<file path="src/rtl/ll_pool_pkg.sv">
package ll_pool_pkg;
  function automatic int addr_bits(input int n);
    return (n > 1) ? $clog2(n) : 1;
  endfunction
endpackage

</file>
<file path="src/rtl/ll_alloc.sv">
module ll_alloc #(
  parameter int NODES  = 4,
  parameter int ADDR_W = 2
) (
  input  logic [NODES-1:0]  vld_i,
  output logic              found_o,
  output logic [ADDR_W-1:0] idx_o
);
  always_comb begin
    found_o = 1'b0;
    idx_o   = '0;
    for (int i = NODES - 1; i >= 0; i--) begin
      if (!vld_i[i]) begin
        found_o = 1'b1;
        idx_o   = ADDR_W'(i);
      end
    end
  end

  // chosen slot is free and every lower slot is taken
  logic [NODES-1:0] below;
  always_comb
    for (int i = 0; i < NODES; i++) below[i] = (ADDR_W'(i) < idx_o);

  always_comb begin
    if (found_o) begin
      a_r2_slot_free : assert (!vld_i[idx_o]);
      a_r2_lowest    : assert ((vld_i & below) == below);
    end else begin
      a_r3_full      : assert (&vld_i);
    end
  end
endmodule

</file>
<file path="src/rtl/ll_node_store.sv">
module ll_node_store #(
  parameter int NODES  = 4,
  parameter int DATA_W = 8,
  parameter int ADDR_W = 2
) (
  input  logic              clk_i,
  input  logic              rst_ni,
  input  logic              ins_we_i,
  input  logic              ins_append_i,
  input  logic [ADDR_W-1:0] ins_tail_i,
  input  logic [ADDR_W-1:0] ins_slot_i,
  input  logic [DATA_W-1:0] ins_data_i,
  input  logic              pop_en_i,
  input  logic [ADDR_W-1:0] pop_addr_i,
  output logic [NODES-1:0]  vld_o,
  output logic [DATA_W-1:0] rd_data_o,
  output logic              rd_last_o,
  output logic [ADDR_W-1:0] rd_next_o
);
  logic [DATA_W-1:0] data_q [NODES];
  logic [ADDR_W-1:0] next_q [NODES];
  logic [NODES-1:0]  vld_q;
  logic [NODES-1:0]  last_q;

  always_ff @(posedge clk_i or negedge rst_ni) begin
    if (!rst_ni) begin
      vld_q  <= '0;
      last_q <= '0;
      for (int i = 0; i < NODES; i++) begin
        data_q[i] <= '0;
        next_q[i] <= '0;
      end
    end else begin
      if (pop_en_i) vld_q[pop_addr_i] <= 1'b0;
      if (ins_we_i) begin
        vld_q[ins_slot_i]  <= 1'b1;
        last_q[ins_slot_i] <= 1'b1;
        data_q[ins_slot_i] <= ins_data_i;
        next_q[ins_slot_i] <= '0;
        if (ins_append_i) begin
          last_q[ins_tail_i] <= 1'b0;
          next_q[ins_tail_i] <= ins_slot_i;
        end
      end
    end
  end

  assign vld_o     = vld_q;
  assign rd_data_o = data_q[pop_addr_i];
  assign rd_last_o = last_q[pop_addr_i];
  assign rd_next_o = next_q[pop_addr_i];

  a_r7_pop_frees : assert property (@(posedge clk_i) disable iff (!rst_ni)
    (pop_en_i && !(ins_we_i && ins_slot_i == pop_addr_i)) |=> !vld_q[$past(pop_addr_i)]);
  a_r4_new_tail : assert property (@(posedge clk_i) disable iff (!rst_ni)
    ins_we_i |=> (vld_q[$past(ins_slot_i)] && last_q[$past(ins_slot_i)]));
  a_r5_link : assert property (@(posedge clk_i) disable iff (!rst_ni)
    (ins_we_i && ins_append_i) |=>
      (!last_q[$past(ins_tail_i)] && next_q[$past(ins_tail_i)] == $past(ins_slot_i)));
  a_r3_hold : assert property (@(posedge clk_i) disable iff (!rst_ni)
    (!ins_we_i && !pop_en_i) |=> $stable(vld_q));
endmodule

</file>
<file path="src/rtl/ll_node_pool.sv">
module ll_node_pool #(
  parameter int NODES  = 4,
  parameter int DATA_W = 8,
  localparam int ADDR_W = ll_pool_pkg::addr_bits(NODES)
) (
  input  logic              clk_i,
  input  logic              rst_ni,
  input  logic              ins_valid_i,
  input  logic              ins_append_i,
  input  logic [ADDR_W-1:0] ins_addr_i,
  input  logic [DATA_W-1:0] ins_data_i,
  output logic              ins_ready_o,
  output logic [ADDR_W-1:0] ins_addr_o,
  input  logic              pop_valid_i,
  input  logic [ADDR_W-1:0] pop_addr_i,
  output logic              pop_rvalid_o,
  output logic [DATA_W-1:0] pop_data_o,
  output logic              pop_last_o,
  output logic [ADDR_W-1:0] pop_next_o
);
  logic [NODES-1:0]  vld;
  logic              free_found;
  logic [ADDR_W-1:0] free_idx;
  logic [DATA_W-1:0] rd_data;
  logic              rd_last;
  logic [ADDR_W-1:0] rd_next;
  logic              ins_fire;

  ll_alloc #(.NODES(NODES), .ADDR_W(ADDR_W)) u_alloc (
    .vld_i   (vld),
    .found_o (free_found),
    .idx_o   (free_idx)
  );

  assign ins_ready_o = free_found;
  assign ins_addr_o  = free_idx;
  assign ins_fire    = ins_valid_i && free_found;

  ll_node_store #(.NODES(NODES), .DATA_W(DATA_W), .ADDR_W(ADDR_W)) u_store (
    .clk_i        (clk_i),
    .rst_ni       (rst_ni),
    .ins_we_i     (ins_fire),
    .ins_append_i (ins_append_i),
    .ins_tail_i   (ins_addr_i),
    .ins_slot_i   (free_idx),
    .ins_data_i   (ins_data_i),
    .pop_en_i     (pop_valid_i),
    .pop_addr_i   (pop_addr_i),
    .vld_o        (vld),
    .rd_data_o    (rd_data),
    .rd_last_o    (rd_last),
    .rd_next_o    (rd_next)
  );

  always_ff @(posedge clk_i or negedge rst_ni) begin
    if (!rst_ni) begin
      pop_rvalid_o <= 1'b0;
      pop_data_o   <= '0;
      pop_last_o   <= 1'b0;
      pop_next_o   <= '0;
    end else begin
      pop_rvalid_o <= pop_valid_i;
      if (pop_valid_i) begin
        pop_data_o <= rd_data;
        pop_last_o <= rd_last;
        pop_next_o <= rd_next;
      end
    end
  end

  a_r6_resp : assert property (@(posedge clk_i) disable iff (!rst_ni)
    pop_valid_i |=> pop_rvalid_o);
  a_r6_idle : assert property (@(posedge clk_i) disable iff (!rst_ni)
    !pop_valid_i |=> !pop_rvalid_o);
  a_r9_alloc_moves : assert property (@(posedge clk_i) disable iff (!rst_ni)
    (ins_fire && !pop_valid_i) |=> (!ins_ready_o || ins_addr_o != $past(ins_addr_o)));
endmodule

</file>
<file path="config.mk">
export PLATFORM = sky130hd
export DESIGN_NAME = ll_node_pool
export DESIGN_NICKNAME = d
export VERILOG_FILES = /design/src/rtl/ll_pool_pkg.sv /design/src/rtl/ll_alloc.sv /design/src/rtl/ll_node_store.sv /design/src/rtl/ll_node_pool.sv
export SDC_FILE = /design/constraint.sdc
export NUM_CORES = 1
export LEC_CHECK = 0
export ABC_AREA = 1
export BUFFER_PORTS_ARGS = -buffer_cell sky130_fd_sc_hd__buf_2
export CORE_MARGIN = 2
export CORE_UTILIZATION = 58
export CTS_CLUSTER_SIZE = 24
export DETAILED_ROUTE_END_ITERATION = 8
export HOLD_SLACK_MARGIN = 0.1
export PLACE_DENSITY = 0.75
export SYNTH_ARGS = -nofsm -noshare
export SYNTH_HDL_FRONTEND = slang
export SYNTH_HIERARCHICAL = 1
export SYNTH_SLANG_ARGS = --single-unit
</file>
<file path="constraint.sdc">
create_clock -name clk_i -period 1.75 [get_ports clk_i]
set_input_delay 0.35 -clock clk_i [delete_from_list [all_inputs] [get_ports clk_i]]
set_output_delay 0.35 -clock clk_i [all_outputs]
set_load 0.05 [all_outputs]
</file>
# Word-level counts from Yosys, hierarchy flattened
# Cells that the tools add are included.
# totals
register_bits	60
in_bits	17
out_inout_bits	15
elab_cells	76
# classes
n_lt_le_gt_ge	11
mux	34
n_bitwise	11
n_reduce_logical	6
# op_table
op	n
32-bit bitwise mux	1
8-bit 2-to-1 mux	4
8-bit binary-select mux with 2-bit select	1
8-bit demux with 2-bit select	1
2-bit 2-to-1 mux	8
4-bit 2-to-1 mux	3
3-bit greater-or-equal comparator (second input constant)	3
2-bit by 3-bit less-than comparator with 1-bit output (second input constant)	3
2-bit inverter with 3-bit output	3
4-bit AND	2
8-bit AND	1
8-bit bitwise mux	1
2-bit demux with 2-bit select	2
1-bit 2-to-1 mux	8
4-bit inverter	2
8-bit inverter	1
4-bit bitwise OR	2
1-bit demux with 2-bit select	3
2-bit by 1-bit greater-or-equal comparator with 1-bit output (second input constant)	3
1-bit logical AND	6
3-bit by 1-bit less-than comparator with 1-bit output (second input constant)	2
2-bit binary-select mux with 2-bit select	1
1-bit binary-select mux with 2-bit select	1

# Logic depth before layout (Yosys ltp)
# Gate-level depths: netlist of the first run.
# logic_depth
word_depth	13
ltp_mapped	12
mapped_depth_nobuf	11

# By module
# The synthesis of the first run kept the hierarchy.
# modules_own_cells
mod	instances	cells_per_inst	area_per_inst_um2	seq_area_each_um2
ll_node_store	1	267	2307.2	1201.2
ll_node_pool	1	50	454.2	300.3
ll_alloc	1	9	36.3	0.0

# Worst setup path after synthesis of the first run
# OpenSTA, ideal clock, no wires.
# synth_timing
path_kind	reg-to-reg
start	reg u_store.vld_q[3], in the netlist u_store/vld_o[3]
end	reg u_store/data_q[6] (netlist bit)
setup_ps	124
arrival_time_ps	2039
required_time_ps	1626
slack_ps	-412
stages_incl_launch_ff	11
path_buffers	2
synth_period_minus_slack_ps	2162
path_cell_list	dfrtp_1 inv_1 nand2_1 a21oi_1 buf_6 nand2_1 nor2_2 inv_2 buf_6 nand2_1 o21ai_1
# synth_between
elab_chain_cells	10
word_cells_on_any_way	16
classes_between	order compare: 2; mux: 11; bitwise: 1; reduce/logical: 2
# synth_lines
item	line	source
start: declaration	ll_node_store.sv:22	logic [NODES-1:0] vld_q;
start signal: assignment	ll_node_store.sv:27	vld_q <= '0;
start signal: indexed assignment	ll_node_store.sv:34	if (pop_en_i) vld_q[pop_addr_i] <= 1'b0;
start signal: indexed assignment	ll_node_store.sv:36	vld_q[ins_slot_i] <= 1'b1;
2-bit 2-to-1 mux * (4 in series)	ll_alloc.sv:13	if (!vld_i[i]) begin
net ins_addr_o[0]	ll_node_pool.sv:13	output logic [ADDR_W-1:0] ins_addr_o,
2-bit inverter with 3-bit output (not written as such) *	ll_node_store.sv:38	data_q[ins_slot_i] <= ins_data_i;
3-bit greater-or-equal comparator (not written as such) or 3-bit by 1-bit less-than comparator with 1-bit output (tied branches)	ll_node_store.sv:38	
1-bit logical AND (not written as such)	ll_node_store.sv:38	
8-bit 2-to-1 mux (not written as such)	ll_node_store.sv:38	
8-bit demux with 2-bit select *	ll_node_store.sv:38	
32-bit bitwise mux *	ll_node_store.sv:38	
end signal: indexed assignment	ll_node_store.sv:38	
end: declaration	ll_node_store.sv:20	logic [DATA_W-1:0] data_q [NODES];
# Mark *: on every way through the listed nets, which the timed path passes. The rest lies on a longest branch.
# A chain may end at the register's enable or synchronous reset.

# Worst setup path after layout of the first run
# layout_timing
start	reg u_store.vld_q[1], in the netlist u_store/vld_o[1]
end	out ins_addr_o[1]
# layout_between
elab_chain_cells	2
# layout_lines
item	line
2-bit 2-to-1 mux (2 in series)	ll_alloc.sv:13
end: declaration	ll_node_pool.sv:13
# No other way between the ends.

==> metrics.cfg, run 1 <==
[critical_path]
criticalPathCategory=reg2out
critical_path.endpoint=ins_addr_o[1]
worst_setup_path_startpoint=u_store/vld_o[1]
critical_path.cell_chain=nand2_1, nor2_4, buf_4
setup.reg_to_reg.worst_slack_ps=160
r2r_end=u_store/next_q[6]
worst_setup_path_end_kind=output port
startpoint_type=flip-flop
critical_path.max_stage_delay_ps=420
critPathArrivalTime_ps=1300
reg2regPathDepth=8
critPathSlowestCell=dfrtp_1
crit_path_max_fanout=6
cp.required_ps=1400
worst_r2r_startpoint=u_store/vld_o[3]

[drt]
wirelength_mm=6.00
first_iter_violations=271
drc_errors=0
drt.antenna.violating_nets=0
viasPerCell=5.40
firstDrtPassIters=5
vias=2285
routed_wire_length_per_instance_um=14.2

[logic_synthesis]
synth_top_flop_cell=dfrtp_1
synth_nets=343
synth_edf_count=0
proportion_of_register_bits_with_asynchronous_set_or_reset_after_synthesis_pct=100
synth_cells=326
post-synth-top-area-cell=dfrtp_1
ys_top_cells_by_area=dfrtp_1 (54%), nand2_1 (14%), o21ai_2 (4.7%)
syn_area_per_cell_sq_um=8.58
yosys.cell_types.count=24
postSynthRegisterBits=60
synth.top_cell.area_share_pct=53.7
synth_common_cells=nand2_1 (106), dfrtp_1 (60), inv_1 (28)
synth.cell_area_sq_mm=0.00280
synth-seq-area-share_pct=53.7
yosysMostFrequentCell=nand2_1
synthesis.yosys.warnings=6

[place]
dpl_worst_slack_ps=183
port-buffer-count=31
dpl_cell_area_sq_mm=0.00302
dp_hpwl_mm=4.02
place_congestion=0.842

[floorplanning]
die_area_sq_mm=0.00539
chipWidth_um=73.5
ios=32
die_height_um=73.5
initial_core_util_pct=59.6
core.rowCount=25
core_area_sq_mm=0.00469

[grt]
via_count_of_the_first_global_routing_pass=2162
grt-ovfl-total=0
grt_max_degree=22
grt_pass1_wl_mm=10.2
grt_use_total_pct=25.3
initial_antenna_violation_count=0

[layout]
fill_count=372
post_route_cells_drive_above_1_share_pct=22.8
antenna-diode-count=0
finished_layout_cell_area_sq_mm=0.00325
num-nets-final=381
area_delta_synth_final_pct=16.2

[sta]
period_share_pct=94.1
fmax_mhz=607
hold_viol_final=0
finClkSkew_ps=4.49
layout_setup_ws_ps=104
grt_setup_unrepaired=no
timing.max_slew.rel_slack_pct=65.4
final.min_clock_period_ps=1650
maxSlewViolCount=0
finalSetupViolCount=0
tightestPinTransition_ps=519

[clock_network]
cts.clk_slew.worst_paths_ps=60
tritoncts.num_buffers=9
tritoncts_clock_tree=done
htree_num_levels=3
worst_skew_pair.late_latency_ps=340
cts_root_buffer=clkbuf_8
clock_sink_count=60
cts_buffer_depth=2

[pwr]
powerDensity_mw_per_mm2=1770
power.leakage_nw=1.74
worst_ir_drop_vdd_uv=875

[hold_path]
hold_path.class=in2reg

[run]
maxCapViolations=0

[status]
status=finished clean

[worst min-delay path by stage]
stage,from,to,slack [ps],cells after the start
finish,pop_addr_i[1],u_store/vld_o[0],300,3
global route,pop_valid_i,pop_rvalid_o,320,1
CTS,pop_addr_i[1],u_store/vld_o[0],290,3
detailed placement,rst_ni,u_store/last_q[2],350,1
global placement,rst_ni,u_store/next_q[2],350,1
floorplan,rst_ni,pop_data_o[0],50,0
[final cells by class]
| class | instances | area, sq um | share of cell area [%] |
|---|---|---|---|
| clock inverters | 5 | 50.0 | 1.54 |
| well taps | 54 | 67.6 | 2.08 |
| inverters | 33 | 126 | 3.89 |
| multi-input cells | 219 | 1080 | 33.2 |
| clock buffers | 11 | 151 | 4.66 |
| repair buffers | 41 | 275 | 8.47 |
| flip-flops and latches | 60 | 1500 | 46.2 |
[state kept, by name, summed over array words and instances, names as in the netlist]
signal,flops
u_store/next_q,8
u_store/data_q,32
pop_next_o,2
u_store/last_q,4
pop_last_o,1
pop_rvalid_o,1
u_store/vld_o,4
pop_data_o,8
[layer usage]
metal	vias up	global-route usage [%]	part of all wire [%]
li1	1122	-	-
met1	1058	36.0	47
met2	94	38.3	45
met3	11	5.35	7.4
met4	0	9.70	1.4
met5	-	0	0
[power breakdown]
part | internal [mW] | switching [mW] | total (mW)
clock | 0.724 | 0.525 | 1.25
sequential | 1.98 | 0.330 | 2.31
combinational | 0.707 | 1.48 | 2.19
[worst max-delay path: cells and delay by family (launching register included)]
kind          cells  cell delay [ps]
buf+inv           1              230
simple gates      2              300
flops             1              420
[layout by cell type, fill, tap and decap left out, types with 2 or more instances in the layout]
master,synthesis,final
inv_2,4,4
nor2_1,24,23
buf_12,0,3
buf_4,2,8
nand4_1,4,4
a22oi_1,11,11
a21oi_1,3,2
nor2_4,1,2
o21ai_2,15,15
inv_1,28,28
dfrtp_1,60,60
clkbuf_8,0,11
o21ai_1,18,18
clkinv_2,0,4
o21ai_0,15,15
nand2_1,106,106
buf_2,4,29
nand3_1,15,15
nor2_2,2,2
[through the flow]
stage                     power, mW  setup TNS (ps)  util, %  std cells  hold slack, ps
final                          5.75               0     69.3        423             299
after CTS                      5.75               0     69.2        423             286
after global placement         4.37               0     64.4        405             350
after detailed placement       4.45               0     64.4        405             348
after floorplan                4.02            -833        -        326            54.4
after global routing           6.15               0     69.3        423             320
[timing repair]
| action | CTS | global route |
|---|---|---|
| pin swaps | 1 | 0 |
| endpoints found under the setup margin | 2 | 1 |
| hold buffers | 1 | 0 |
| cloned | 0 | 0 |
| gates resized for setup | 2 | 1 |
| endpoints found under the hold margin | 18 | 0 |
| buffers inserted | 1 | 0 |
[kinds of logic (layout without fill, tap and decap cells)]
group | count (synthesis) | after routing | synth area share (%)
AND/OR/NAND/NOR | 155 | 155 | 23.3
flip-flops | 60 | 60 | 53.7
AO/OA/AOI/OAI | 64 | 64 | 14.6
buffers and inverters | 47 | 90 | 8.45
Power figures use the tool's default switching activity.
==> run 2: changes to the inputs <==
--- a/config.mk
+++ b/config.mk
@@ -7,12 +7,13 @@
 export LEC_CHECK = 0
 export ABC_AREA = 1
 export BUFFER_PORTS_ARGS = -buffer_cell sky130_fd_sc_hd__buf_2
+export CAP_MARGIN = 10
 export CORE_MARGIN = 2
-export CORE_UTILIZATION = 58
+export CORE_UTILIZATION = 40
 export CTS_CLUSTER_SIZE = 24
 export DETAILED_ROUTE_END_ITERATION = 8
 export HOLD_SLACK_MARGIN = 0.1
-export PLACE_DENSITY = 0.75
+export PLACE_DENSITY = 0.54
 export SYNTH_ARGS = -nofsm -noshare
 export SYNTH_HDL_FRONTEND = slang
 export SYNTH_HIERARCHICAL = 1
==> run 2 against run 1 <==
  * Global-route usage fell by 7.1 points
  * Count of clock-buffer cells in the layout rose by 1
  * Sequential cell count did not move
==> metrics.cfg, run 2 (synthesis results as in run 1) <==
[status]
status=finished clean

[grt]
grt_pass1_wl_mm=10.5
grt_use_total_pct=18.3
initial_antenna_violation_count=0
global_route.usage.met3_pct=3.86
top_usage_layer=met1
via_count_of_the_first_global_routing_pass=2070
grt-ovfl-total=0
global_routing_met1_resource_utilization_pct=27.5
global_routing_usage_on_met2_pct=25.4
grt_max_degree=61

[drt]
wirelength_mm=6.30
vias=2171
firstDrtPassIters=4
routed_wire_length_per_instance_um=13.5
first_iter_violations=172
drt.antenna.violating_nets=0
viasPerCell=4.67
drc_errors=0

[layout]
largest-register=u_store/data_q
post_route_cells_drive_above_1_share_pct=22.5
area_taken_by_multi_input_logic_gates_sq_mm=0.00108
antenna-diode-count=0
layout_common_cells=nand2_1 (106), dfrtp_1 (60), buf_2 (29)
final_common_cell=nand2_1
area_delta_synth_final_pct=16.8
biggestRegsByFlops=u_store/data_q: 32 flops, pop_data_o: 8 flops, u_store/next_q: 8 flops
num-nets-final=381
regArea_sq_mm=0.00150
fill_count=704
finish.cell_count_without_fillers=465
layout.core_utilization_pct=48.1
largest_register_ff_count=32

[clock_network]
clock_sink_count=60
tritoncts.num_buffers=9
cts_root_buffer=clkbuf_8
htree_num_levels=3
cts.clk_slew.worst_paths_ps=70
cts_buffer_depth=2
tritoncts_clock_tree=done
worst_skew_pair.late_latency_ps=320

[sta]
final.min_clock_period_ps=1640
tightestPinTransition_ps=414
period_share_pct=93.7
grt_setup_unrepaired=no
timing.max_slew.rel_slack_pct=72.4
fin_setup_tns_ps=0
fmax_mhz=610
finClkSkew_ps=8.22
finalSetupViolCount=0
hold_viol_final=0
maxSlewViolCount=0
layout_setup_ws_ps=110

[place]
dpl_worst_slack_ps=154
place_congestion=0.793
dp_hpwl_mm=4.16
port-buffer-count=31
placedCellCount=447

[floorplanning]
core_area_sq_mm=0.00679
core.rowCount=30
ios=32
initial_core_util_pct=41.2
die_area_sq_mm=0.00768
chipWidth_um=87.6
die_height_um=87.6

[critical_path]
worst_setup_path_end_kind=output port
setup.reg_to_reg.worst_slack_ps=130
criticalPathCategory=reg2out
cp.required_ps=1400
crit_path_max_fanout=6
worst_setup_path_startpoint=u_store/vld_o[1]
critPathArrivalTime_ps=1290
r2r_end=u_store/data_q[28]
critical_path.endpoint=ins_addr_o[1]
reg2regPathDepth=10
startpoint_type=flip-flop
worst_r2r_startpoint=u_store/vld_o[2]

[pwr]
power.leakage_nw=1.73
powerDensity_mw_per_mm2=1710
totalPowerFinal_mw=5.59
worst_ir_drop_vdd_uv=578

[hold_path]
hold_start=pop_valid_i
hold_path.class=in2reg

[run]
maxCapViolations=0

[run 2: cell count changes in the layout (fill, tap and decap cells not counted)]
cell | previous run | this run
buf_12 | 3 | 2
buf_4 | 8 | 9
bufinv_16 | 1 | 0
clkbuf_1 | 0 | 1
clkinv_2 | 4 | 3
clkinv_4 | 0 | 1
[run 2: area by class of cell]
class | count | area share [%]
Multi-Input combinational cell | 219 | 33.0
Timing Repair Buffer | 41 | 8.04
Clock inverter | 4 | 0.727
Tap cell | 96 | 3.68
Clock buffer | 12 | 4.75
Sequential cell | 60 | 45.9
Inverter | 33 | 3.87
[run 2: timing repair]
action | in CTS | in global routing
hold buffers | 1 | 0
setup endpoints to repair | 2 | 1
buffers inserted | 1 | 0
resized for setup | 2 | 1
pin swaps | 1 | 1
hold endpoints to repair | 60 | 0
[run 2: worst max-delay path, stage by stage (launching register included)]
cell and delay (ps):
dfrtp_1 420, nand2_1 110, nor2_4 200, buf_4 230
[run 2: worst min path at each step]
| stage | slack [ps] | endpoint | cells past startpoint |
|---|---|---|---|
| 6_report | 320 | pop_rvalid_o | 1 |
| 5_1_grt | 310 | pop_rvalid_o | 1 |
| 4_1_cts | 310 | pop_rvalid_o | 1 |
| 3_5_place_dp | 380 | u_store/last_q[3] | 2 |
| 3_3_place_gp | 390 | u_store/next_q[2] | 2 |
| 2_1_floorplan | 50 | pop_data_o[0] | 0 |
[run 2: power by group]
part,switching (mW),total [mW],internal (mW)
Combinational,1.48,2.18,0.701
Sequential,0.312,2.29,1.98
Clock,0.536,1.12,0.587
Total,2.33,5.59,3.27
[run 2: layer usage]
layer,routed length [um],up-vias
met1,3310,995
li1,-,1121
met5,0,-
met2,2640,49
met4,86,0
met3,257,6
[run 2: metrics by stage]
step / hold WS (ps) / cell area (sq um)
2_1_floorplan: 54.4 / 2810
3_3_place_gp: 388 / 3060
3_5_place_dp: 385 / 3060
4_1_cts: 305 / 3260
5_1_grt: 306 / 3270
6_report: 318 / 3270
